<file path="src/rtl/tpg_pkg.sv">
package tpg_pkg;

    localparam int unsigned NUM_PRBS = 5;

    typedef enum logic [2:0] {
        ST_PASS      = 3'd0,
        ST_CHECK     = 3'd1,
        ST_TOGGLE    = 3'd2,
        ST_PRBS      = 3'd3,
        ST_RAMP      = 3'd4,
        ST_USER_LOOP = 3'd5,
        ST_USER_ONCE = 3'd6,
        ST_ONCE_DONE = 3'd7
    } tpg_state_e;

    // Register length of each polynomial, indexed by (mode - 3)
    function automatic int prbs_len(input int idx);
        case (idx)
            0:       return 31;
            1:       return 23;
            2:       return 15;
            3:       return 9;
            default: return 7;
        endcase
    endfunction

    // Middle exponent (feedback tap) of each polynomial
    function automatic int prbs_tap(input int idx);
        case (idx)
            0:       return 28;
            1:       return 18;
            2:       return 14;
            3:       return 5;
            default: return 6;
        endcase
    endfunction

    function automatic tpg_state_e entry_state(input logic [3:0] m);
        case (m)
            4'h1:                      return ST_CHECK;
            4'h2:                      return ST_TOGGLE;
            4'h3, 4'h4, 4'h5,
            4'h6, 4'h7:                return ST_PRBS;
            4'h8:                      return ST_RAMP;
            4'hE:                      return ST_USER_LOOP;
            4'hF:                      return ST_USER_ONCE;
            default:                   return ST_PASS;
        endcase
    endfunction

endpackage

</file>
<file path="src/rtl/tpg_prbs_lane.sv">
module tpg_prbs_lane #(
    parameter int unsigned LEN    = 7,
    parameter int unsigned TAP    = 6,
    parameter int unsigned WORD_W = 16
) (
    input  logic              clk,
    input  logic              rst_n,
    input  logic              restart,
    input  logic              advance,
    output logic [WORD_W-1:0] word
);

    logic [LEN-1:0] st_q;
    logic [LEN-1:0] st_nxt;

    // Produce WORD_W serial steps from the current (or freshly seeded) state
    always_comb begin
        logic [LEN-1:0] s;
        logic           fb;
        s    = restart ? {LEN{1'b1}} : st_q;
        word = '0;
        for (int i = 0; i < int'(WORD_W); i++) begin
            fb                = s[LEN-1] ^ s[TAP-1];
            word[WORD_W-1-i]  = fb;
            s                 = {s[LEN-2:0], fb};
        end
        st_nxt = s;
    end

    always_ff @(posedge clk) begin
        if (!rst_n) begin
            st_q <= {LEN{1'b1}};
        end else if (advance) begin
            st_q <= st_nxt;
        end else if (restart) begin
            st_q <= {LEN{1'b1}};
        end
    end

    // a maximal-length register never reaches the all-zero lockup state
    a_r5_lfsr_live: assert property (@(posedge clk) disable iff (!rst_n)
        st_q != '0);

    // a restart without a word leaves the register at its seed
    a_r10_lane_reseed: assert property (@(posedge clk) disable iff (!rst_n)
        (restart && !advance) |=> (st_q == {LEN{1'b1}}));

endmodule

</file>
<file path="src/rtl/tpg_user_bank.sv">
module tpg_user_bank #(
    parameter int unsigned WORD_W = 16,
    parameter int unsigned DEPTH  = 4,
    localparam int unsigned AW    = $clog2(DEPTH)
) (
    input  logic              clk,
    input  logic              rst_n,
    input  logic              wr_en,
    input  logic [AW-1:0]     wr_addr,
    input  logic [WORD_W-1:0] wr_data,
    input  logic [AW-1:0]     rd_idx,
    output logic [WORD_W-1:0] rd_word
);

    logic [WORD_W-1:0] bank_q [DEPTH];

    always_ff @(posedge clk) begin
        if (!rst_n) begin
            for (int i = 0; i < int'(DEPTH); i++) bank_q[i] <= '0;
        end else if (wr_en) begin
            bank_q[wr_addr] <= wr_data;
        end
    end

    assign rd_word = bank_q[rd_idx];

    // a write lands in the addressed entry on the next cycle
    a_r8_write_lands: assert property (@(posedge clk) disable iff (!rst_n)
        wr_en |=> (bank_q[$past(wr_addr)] == $past(wr_data)));

endmodule

</file>
<file path="src/rtl/tpg_seq_fsm.sv">
module tpg_seq_fsm
    import tpg_pkg::*;
#(
    parameter int unsigned WORD_W = 16,
    parameter int unsigned DEPTH  = 4,
    localparam int unsigned AW    = $clog2(DEPTH)
) (
    input  logic              clk,
    input  logic              rst_n,
    input  logic [3:0]        mode,
    input  logic              samp_vld,
    output tpg_state_e        cur_st,
    output logic              restart,
    output logic              phase,
    output logic [WORD_W-1:0] ramp,
    output logic [AW-1:0]     user_idx
);

    localparam logic [AW-1:0] LAST_IDX = AW'(DEPTH - 1);

    logic [3:0]        mode_q;
    tpg_state_e        state_q, state_n;
    logic              phase_q, phase_n;
    logic [WORD_W-1:0] ramp_q, ramp_n;
    logic [AW-1:0]     idx_q, idx_n;

    // Effective state for this cycle: a mode change restarts everything
    always_comb begin
        restart  = (mode != mode_q);
        cur_st   = restart ? entry_state(mode) : state_q;
        phase    = restart ? 1'b0 : phase_q;
        ramp     = restart ? '0   : ramp_q;
        user_idx = restart ? '0   : idx_q;
    end

    // Transition logic
    always_comb begin
        state_n = cur_st;
        phase_n = phase;
        ramp_n  = ramp;
        idx_n   = user_idx;
        if (samp_vld) begin
            unique case (cur_st)
                ST_CHECK, ST_TOGGLE: phase_n = ~phase;
                ST_RAMP:             ramp_n  = ramp + 1'b1;
                ST_USER_LOOP:        idx_n   = (user_idx == LAST_IDX) ? '0 : user_idx + 1'b1;
                ST_USER_ONCE: begin
                    if (user_idx == LAST_IDX) begin
                        state_n = ST_ONCE_DONE;
                        idx_n   = '0;
                    end else begin
                        idx_n   = user_idx + 1'b1;
                    end
                end
                ST_PASS, ST_PRBS, ST_ONCE_DONE: ;
                default: ;
            endcase
        end
    end

    // State register
    always_ff @(posedge clk) begin
        if (!rst_n) begin
            mode_q  <= 4'h0;
            state_q <= ST_PASS;
            phase_q <= 1'b0;
            ramp_q  <= '0;
            idx_q   <= '0;
        end else begin
            mode_q  <= mode;
            state_q <= state_n;
            phase_q <= phase_n;
            ramp_q  <= ramp_n;
            idx_q   <= idx_n;
        end
    end

    // once finished, the single-shot state holds until the mode changes
    a_r9_done_sticky: assert property (@(posedge clk) disable iff (!rst_n)
        (state_q == ST_ONCE_DONE && !restart) |=> (state_q == ST_ONCE_DONE));

    // the ramp advances by exactly one per valid ramp word
    a_r7_ramp_step: assert property (@(posedge clk) disable iff (!rst_n)
        (cur_st == ST_RAMP && samp_vld) |=> (ramp_q == $past(ramp) + 1'b1));

    // no valid input, no movement of the ramp
    a_r11_ramp_hold: assert property (@(posedge clk) disable iff (!rst_n)
        (cur_st == ST_RAMP && !samp_vld) |=> (ramp_q == $past(ramp)));

    // the registered mode tracks the input
    a_r10_mode_track: assert property (@(posedge clk) disable iff (!rst_n)
        restart |=> (mode_q == $past(mode)));

endmodule

</file>
<file path="src/rtl/lnk_tpg_top.sv">
module lnk_tpg_top
    import tpg_pkg::*;
#(
    parameter int unsigned WORD_W     = 16,
    parameter int unsigned USER_DEPTH = 4,
    localparam int unsigned AW        = $clog2(USER_DEPTH)
) (
    input  logic              clk,
    input  logic              rst_n,
    input  logic [3:0]        mode_sel,
    input  logic [WORD_W-1:0] samp_in,
    input  logic              samp_vld,
    input  logic              uw_wr,
    input  logic [AW-1:0]     uw_addr,
    input  logic [WORD_W-1:0] uw_data,
    output logic [WORD_W-1:0] word_out,
    output logic              word_vld
);

    localparam logic [WORD_W-1:0] PAT_CHK_A = {(WORD_W/2){2'b10}};
    localparam logic [WORD_W-1:0] PAT_CHK_B = {(WORD_W/2){2'b01}};

    tpg_state_e        cur_st;
    logic              restart;
    logic              phase;
    logic [WORD_W-1:0] ramp;
    logic [AW-1:0]     user_idx;
    logic [WORD_W-1:0] user_word;
    logic [WORD_W-1:0] prbs_word;
    logic [WORD_W-1:0] nxt_word;
    logic [2:0]        prbs_sel;
    logic [WORD_W-1:0] lane_word [NUM_PRBS];

    assign prbs_sel = 3'(mode_sel - 4'd3);

    tpg_seq_fsm #(
        .WORD_W (WORD_W),
        .DEPTH  (USER_DEPTH)
    ) u_fsm (
        .clk      (clk),
        .rst_n    (rst_n),
        .mode     (mode_sel),
        .samp_vld (samp_vld),
        .cur_st   (cur_st),
        .restart  (restart),
        .phase    (phase),
        .ramp     (ramp),
        .user_idx (user_idx)
    );

    tpg_user_bank #(
        .WORD_W (WORD_W),
        .DEPTH  (USER_DEPTH)
    ) u_bank (
        .clk     (clk),
        .rst_n   (rst_n),
        .wr_en   (uw_wr),
        .wr_addr (uw_addr),
        .wr_data (uw_data),
        .rd_idx  (user_idx),
        .rd_word (user_word)
    );

    for (genvar g = 0; g < int'(NUM_PRBS); g++) begin : g_lane
        localparam int unsigned LN = prbs_len(g);
        localparam int unsigned TP = prbs_tap(g);
        logic adv;
        assign adv = samp_vld && (cur_st == ST_PRBS) && (prbs_sel == 3'(g));
        tpg_prbs_lane #(
            .LEN    (LN),
            .TAP    (TP),
            .WORD_W (WORD_W)
        ) u_lane (
            .clk     (clk),
            .rst_n   (rst_n),
            .restart (restart),
            .advance (adv),
            .word    (lane_word[g])
        );
    end

    always_comb begin
        prbs_word = '0;
        for (int i = 0; i < int'(NUM_PRBS); i++) begin
            if (prbs_sel == 3'(i)) prbs_word = lane_word[i];
        end
    end

    // Output selection per state
    always_comb begin
        unique case (cur_st)
            ST_PASS:                    nxt_word = samp_in;
            ST_CHECK:                   nxt_word = phase ? PAT_CHK_B : PAT_CHK_A;
            ST_TOGGLE:                  nxt_word = phase ? '0 : '1;
            ST_PRBS:                    nxt_word = prbs_word;
            ST_RAMP:                    nxt_word = ramp;
            ST_USER_LOOP, ST_USER_ONCE: nxt_word = user_word;
            ST_ONCE_DONE:               nxt_word = '0;
            default:                    nxt_word = samp_in;
        endcase
    end

    // Output register
    always_ff @(posedge clk) begin
        if (!rst_n) begin
            word_out <= '0;
            word_vld <= 1'b0;
        end else begin
            word_vld <= samp_vld;
            if (samp_vld) word_out <= nxt_word;
        end
    end

    // output valid trails input valid by one cycle
    a_r11_vld_follow: assert property (@(posedge clk) disable iff (!rst_n)
        samp_vld |=> word_vld);
    a_r11_vld_quiet: assert property (@(posedge clk) disable iff (!rst_n)
        !samp_vld |=> (!word_vld && $stable(word_out)));

    // checkerboard only ever produces its two patterns
    a_r3_check_values: assert property (@(posedge clk) disable iff (!rst_n)
        (cur_st == ST_CHECK && samp_vld) |=>
            (word_out == PAT_CHK_A || word_out == PAT_CHK_B));

    // toggle only ever produces all ones or all zeros
    a_r4_toggle_values: assert property (@(posedge clk) disable iff (!rst_n)
        (cur_st == ST_TOGGLE && samp_vld) |=>
            (word_out == '1 || word_out == '0));

    // finished single shot emits zeros
    a_r9_done_zero: assert property (@(posedge clk) disable iff (!rst_n)
        (cur_st == ST_ONCE_DONE && samp_vld) |=> (word_out == '0));

endmodule

</file>
<file path="config.mk">
export PLATFORM = sky130hd
export DESIGN_NAME = lnk_tpg_top
export DESIGN_NICKNAME = d
export VERILOG_FILES = /design/src/rtl/tpg_pkg.sv /design/src/rtl/tpg_prbs_lane.sv /design/src/rtl/tpg_user_bank.sv /design/src/rtl/tpg_seq_fsm.sv /design/src/rtl/lnk_tpg_top.sv
export SDC_FILE = /design/constraint.sdc
export NUM_CORES = 1
export LEC_CHECK = 0
export BUFFER_PORTS_ARGS = -buffer_cell sky130_fd_sc_hd__buf_2
export CORE_AREA = 8 8 193 103
export DETAILED_ROUTE_END_ITERATION = 8
export DIE_AREA = 0 0 201 111
export PLACE_DENSITY = 0.78
export SLEW_MARGIN = 30
export SYNTH_ARGS = -nofsm -noshare
export SYNTH_HDL_FRONTEND = slang
export SYNTH_SLANG_ARGS = --single-unit
</file>
<file path="constraint.sdc">
create_clock -name clk -period 7.4 [get_ports clk]
set_input_delay 0.74 -clock clk [delete_from_list [all_inputs] [get_ports clk]]
set_output_delay 0.74 -clock clk [all_outputs]
set_load 0.05 [all_outputs]
</file>
# Word-level counts from Yosys, hierarchy flattened
# Memories as Yosys holds them, arrays and structs flattened.
# Cells that the tools add are included.
[word_totals]
mem_bits_rw = 64
mem_count = 2
rom_bits = 48
word_cells = 161
regBits = 128
in_bits = 42
[classes]
add_sub_neg = 3
reduce_logical = 11
n_mux = 39
n_eq_ne = 13
bitwise_logic = 81
[memory_table]
columns = ["memory", "depth", "word_bits", "rd", "rd_ports_with_merged_regs", "write_ports", "line_no", "rtl"]
rows = [
  ["u_bank.bank_q", 4, 16, 1, 0, 4, "tpg_user_bank.sv:15", "logic [WORD_W-1:0] bank_q [DEPTH];"],
  ["(name not given)", 16, 3, 1, 0, 0, "tpg_pkg.sv:39", "case (m)"],
]
[op_table]
columns = ["cell", "n"]
rows = [
  ["16-bit two-way mux", 11],
  ["16-bit case mux with 7 select lines", 1],
  ["1-bit XOR", 80],
  ["31-bit two-way mux", 2],
  ["23-bit two-way mux", 2],
  ["15-bit two-way mux", 2],
  ["9-bit two-way mux", 2],
  ["16-bit by 1-bit adder with 16-bit output, second input constant", 1],
  ["16-bit OR reduction", 1],
  ["3-bit == test, second input constant", 5],
  ["7-bit two-way mux", 2],
  ["3-bit by 2-bit == test with 1-bit output, second input constant", 4],
  ["3-bit two-way mux", 4],
  ["2-bit two-way mux", 5],
  ["1-bit two-way mux", 8],
  ["3-bit by 1-bit == test with 1-bit output, second input constant", 2],
  ["1-bit logical AND", 6],
  ["3-bit logical NOT", 2],
  ["4-bit inequality test", 1],
  ["2-bit OR reduction", 2],
  ["3-bit by 2-bit subtractor with 3-bit output, second input constant", 1],
  ["2-bit by 1-bit adder with 2-bit output, second input constant", 1],
  ["2-bit == test, second input constant", 1],
  ["1-bit NOT", 1],
]

# Logic depth before layout (Yosys ltp)
[logic_depth]
word_depth = 9
depth_mapped = 14
mapped_depth_nobuf = 10

# Hierarchy
# From an unflattened synthesis, not the netlist that was laid out.
[unflattened]
cells_unflattened = 1053
hier_area_um2 = 10553.9
[by_module_without_submodules]
columns = ["module", "area_per_inst_um2", "seq_area_each_um2", "instances", "cells_each"]
rows = [
  ["tpg_user_bank", 2849.0, 1921.8, 1, 166],
  ["lnk_tpg_top", 1773.0, 340.3, 1, 233],
  ["tpg_seq_fsm", 1496.4, 520.5, 1, 179],
  ["tpg_prbs_lane at g_lane[0].u_lane", 1422.6, 620.6, 1, 139],
  ["tpg_prbs_lane at g_lane[1].u_lane", 1137.3, 460.4, 1, 113],
  ["tpg_prbs_lane at g_lane[2].u_lane", 783.3, 300.3, 1, 86],
  ["tpg_prbs_lane at g_lane[3].u_lane", 563.0, 180.2, 1, 68],
  ["tpg_prbs_lane at g_lane[4].u_lane", 529.3, 140.1, 1, 69],
]

# Worst setup path before layout
# OpenSTA, ideal clock, no wires.
[synth_path]
path_kind = "input port to flip-flop"
start = "input mode_sel[0]"
end = "register u_fsm.ramp_q[14]"
required_ps = 7328
arrival_ps = 3366
setup_slack_ps = 3962
cell_stages = 14
n_path_buf = 5
path_cell_list = "buf_2 xor2_1 nor4_2 buf_4 buf_4 buf_2 buf_2 and2_1 ha_1 and4_1 and3_1 nand3_1 or3_1 a21oi_1"
[synth_via]
elab_chain_len = 5
word_cells_on_any_way = 8
classes_between = "1 x add/sub; 2 x eq/ne; 4 x mux; 1 x memory"
[synth_rtl]
columns = ["item", "line_no", "rtl"]
rows = [
  ["from (decl)", "lnk_tpg_top.sv:10", "input logic [3:0] mode_sel,"],
  ["4-bit inequality test or memory read 16 x 3 bit (tied branches)", "-", ""],
  ["16-bit two-way mux or 3-bit two-way mux (tied branches)", "tpg_seq_fsm.sv:32, tpg_seq_fsm.sv:30", ""],
  ["16-bit by 1-bit adder with 16-bit output or 3-bit == test (tied branches)", "tpg_seq_fsm.sv:45, tpg_seq_fsm.sv:43", ""],
  ["16-bit two-way mux", "tpg_seq_fsm.sv:43", "unique case (cur_st)"],
  ["16-bit two-way mux *", "tpg_seq_fsm.sv:42", "if (samp_vld) begin"],
  ["to (signal assigned)", "tpg_seq_fsm.sv:73", "ramp_q <= ramp_n;"],
  ["to (decl)", "tpg_seq_fsm.sv:24", "logic [WORD_W-1:0] ramp_q, ramp_n;"],
]
# Mark *: on every way between the ends. The rest lies on a longest branch, timed or not.
# A chain may end at the register's enable or synchronous reset.

# Final worst setup path
[layout_path]
start = "input mode_sel[1]"
end = "register word_out[13]"
[layout_via]
elab_chain_len = 9
word_cells_on_any_way = 40
classes_between = "1 x add/sub; 12 x eq/ne; 17 x mux; 5 x bitwise; 3 x reduce/logical; 2 x memory"
[layout_rtl]
columns = ["item", "line_no", "rtl"]
rows = [
  ["branches (longest 8 deep; another with 3-bit by 2-bit subtractor with 3-bit output)", "-", ""],
  ["16-bit case mux with 7 select lines *", "lnk_tpg_top.sv:91", "unique case (cur_st)"],
  ["to (signal assigned)", "lnk_tpg_top.sv:110", "if (samp_vld) word_out <= nxt_word;"],
  ["to (decl)", "lnk_tpg_top.sv:16", "output logic [WORD_W-1:0] word_out,"],
]
# Mark *: on every way between the ends.

==> flow_summary.yaml <==
global_route:
  grt_pass1_vias: 8153
  grt_usage: 0.272
  grt_start_max_net_pins: 68
  overflow: 0
  grt_pass1_wl_um: 48100
  antenna_found_initial: 0
die:
  dieArea_um2: 22300
  dieWidth_um: 201
  io_pins: 59
  start_util: 0.591
  die_h_um: 111
  num_rows: 34
  coreArea_um2: 17100
timing:
  tightest_slew_ns: 0.985
  finalMaxSlewViolations: 0
  fin_skew_ns: 0.0142
  max_slew_margin: 0.343
  hold_violations: 0
  setup_viol: 0
  period_share: 0.531
  period_minus_slack_ns: 3.93
  rsz0062_at_grt: "false"
  setup_tns_ns: 0
  fmax_mhz: 255
clocking:
  post_cts.repair.setup_buffers: 0
  cts_resized: 0
  cts_root_buffer: "clkbuf_16"
  cts_max_level: 4
  clock_sink_count: 192
  cts_buffer_depth: 2
  cts_buffers: 17
  path_clk_slew_ns: 0.07
  holdBufCountCts: 0
  cts_tree: "yes"
  clock_latency_ns: 0.45
yosys:
  synth_area_leader_cell: "dfxtp_1"
  netlist_instances: 1155
  synth_nets: 1201
  synth_top_area_frac: 0.254
  syn_area_per_cell_um2: 8.72
  synth_edf_count: 64
  synthArstFlopShare: 0
  ys_seq_area_frac: 0.445
  yosysMostFrequentCell: "nand2_1"
  yosys-top-cells-count: "nand2_1, dfxtp_1, nor2_1, o21ai_0, a21oi_1"
  ys_top_cells_by_area: "dfxtp_1, edfxtp_1, xor2_1, nand2_1, nor2_1"
  synth_warnings: 0
  ys_ff_latch: 192
  synth-main-ff-cell: "dfxtp_1"
  yosysUniqueCellTypes: 71
  synthesis.area_um2: 10100
power_and_ir_drop:
  power_frac_comb: 0.114
  power_frac_clock: 0.402
  peakVddDrop_uv: 163
  p_leak_nw: 4.08
  internal-power_mw: 1.74
  switchingPower_mw: 0.639
  power.density_nw_per_um2: 216
  power_frac_seq: 0.484
  swShare: 0.268
final_layout:
  fill_cells: 1422
  drive_above_1_share: 0.105
  post_layout_nonfiller_instances: 1410
  multiInputGateArea_um2: 5210
  seq_area_um2: 4480
  syn2layout_area_growth_pct: 9.43
  final_nets: 1209
  diodes: 0
drt:
  wl_per_cell_um: 22.4
  drtIter0Drc: 1289
  vias: 9097
  vias_per_cell: 6.45
  dr.pass1.iters: 6
  drc: 0
  final_antenna_net_count: 0
  drt_wl_total_um: 31600
placed_design:
  hpwl_um: 22500
  gp_congestion: 1.04
  port_buffers: 58
  dp.cells: 1378
worst_setup_path:
  cp_data_required_time_ns: 7.76
  start_kind: "input pin"
  crit_fanout: 62
  end_kind: "flop"
  startpoint: "mode_sel[1]"
  path_class: "input pin to flop"
  r2r_start: "u_fsm.mode_q[1]"
  arrival_ns: 4.29
run:
  drv_cap: 0
run_status:
  status: "finished clean"
min_path:
  hold_class: "flop to flop"
  min_from: "word_out[10]"
[metal layers]
metal  part of all wire  track usage  vias up  wire length, um
met3               0.16        0.112       21             4920
met4             0.0065       0.0395        4              205
met2               0.36        0.332      631            11500
li1                   -            -     4129                -
met1               0.47        0.428     4312            14800
met5             0.0038       0.0290        -              119
[critical path, stage by stage]
cell       delay, ns
buf_2           0.38
xor2_1          0.20
nor4_4          0.41
buf_4           0.52
buf_4           0.64
nand3_1         0.19
o21a_1          0.41
a31oi_1         0.31
a2111oi_0       0.13
o21ai_0         0.22
[sequential cells by signal, indices dropped and copies added, names as in the netlist]
signal,cells
g_lane.u_lane.st_q,85
u_bank.bank_q,64
u_fsm.ramp_q,16
word_out,16
u_fsm.mode_q,4
u_fsm.state_q,3
u_fsm.idx_q,2
u_fsm.phase_q,1
word_vld,1
[power by group through the flow]
stage / combinational, mW / sequential (mW) / clock [mW]
after detailed placement: 0.261 / 1.17 / 0
after floorplan: 0.155 / 1.19 / 0
final: 0.272 / 1.15 / 0.955
after global placement: 0.258 / 1.17 / 0
after global routing: 0.288 / 1.15 / 0.993
after CTS: 0.262 / 1.15 / 0.955
[cell families (layout without fill, tap and decap cells)]
group	Yosys count	in the layout	share of synthesized area
mux	13	13	0.0138
xor+xnor	98	98	0.0852
simple gates	448	448	0.213
flops	192	192	0.445
compound gates	308	308	0.197
buf+inv	91	112	0.0400
fa+ha+maj	5	5	0.00596
[cell type report]
class                      instances  area share
sequential                       192       0.407
tap                              234      0.0266
clock inverter                    12      0.0143
multi-input combinational        872       0.473
inverter                           4     0.00136
timing repair buffer              76      0.0386
clock buffer                      20      0.0396
[path summary, 6_finish.rpt]
| check | end | slack (ns) | depth (start not counted) |
|---|---|---|---|
| min reg2reg | word_out[10] | 0.47 | 2 |
| max reg2reg | word_out[13] | 3.88 | 9 |
| min | word_out[10] | 0.47 | 2 |
| max | word_out[13] | 3.47 | 10 |
[stage by stage]
step / cell area [um2] / hold WS, ns / setup slack (ns) / total power [mW] / util
2_1_floorplan: 10100 / 0.435 / 3.96 / 1.35 / -
3_3_place_gp: 10400 / 0.433 / 3.29 / 1.43 / 0.611
3_5_place_dp: 10400 / 0.449 / 3.17 / 1.44 / 0.611
4_1_cts: 11000 / 0.463 / 3.63 / 2.37 / 0.646
5_1_grt: 11000 / 0.493 / 3.30 / 2.44 / 0.646
6_report: 11000 / 0.466 / 3.47 / 2.38 / 0.646
[placed cells by master, fill, tap and decap left out, types with 4 or more instances in the layout]
cell type / count
nor2b_1: 7
nor3b_1: 4
o221ai_1: 4
and3_1: 25
o2111ai_1: 10
nor2_2: 4
o22ai_1: 10
or3_1: 6
and2_1: 57
a32oi_1: 12
nand2_1: 136
a221o_1: 5
o31ai_1: 6
mux2_2: 4
o21a_1: 5
a22oi_1: 11
a31oi_1: 14
a2111oi_0: 4
nand2b_1: 15
buf_2: 58
nor2_1: 118
xor2_1: 64
mux2i_1: 8
buf_4: 18
nor3_1: 11
a211oi_1: 12
a221oi_1: 6
nand4_1: 6
a311oi_1: 4
ha_1: 4
dfxtp_1: 128
clkbuf_16: 17
a21oi_1: 79
nand3_1: 44
o22a_1: 10
o211ai_1: 8
edfxtp_1: 64
xnor2_1: 34
o21ai_0: 86
(Power assumes the default switching activity.)
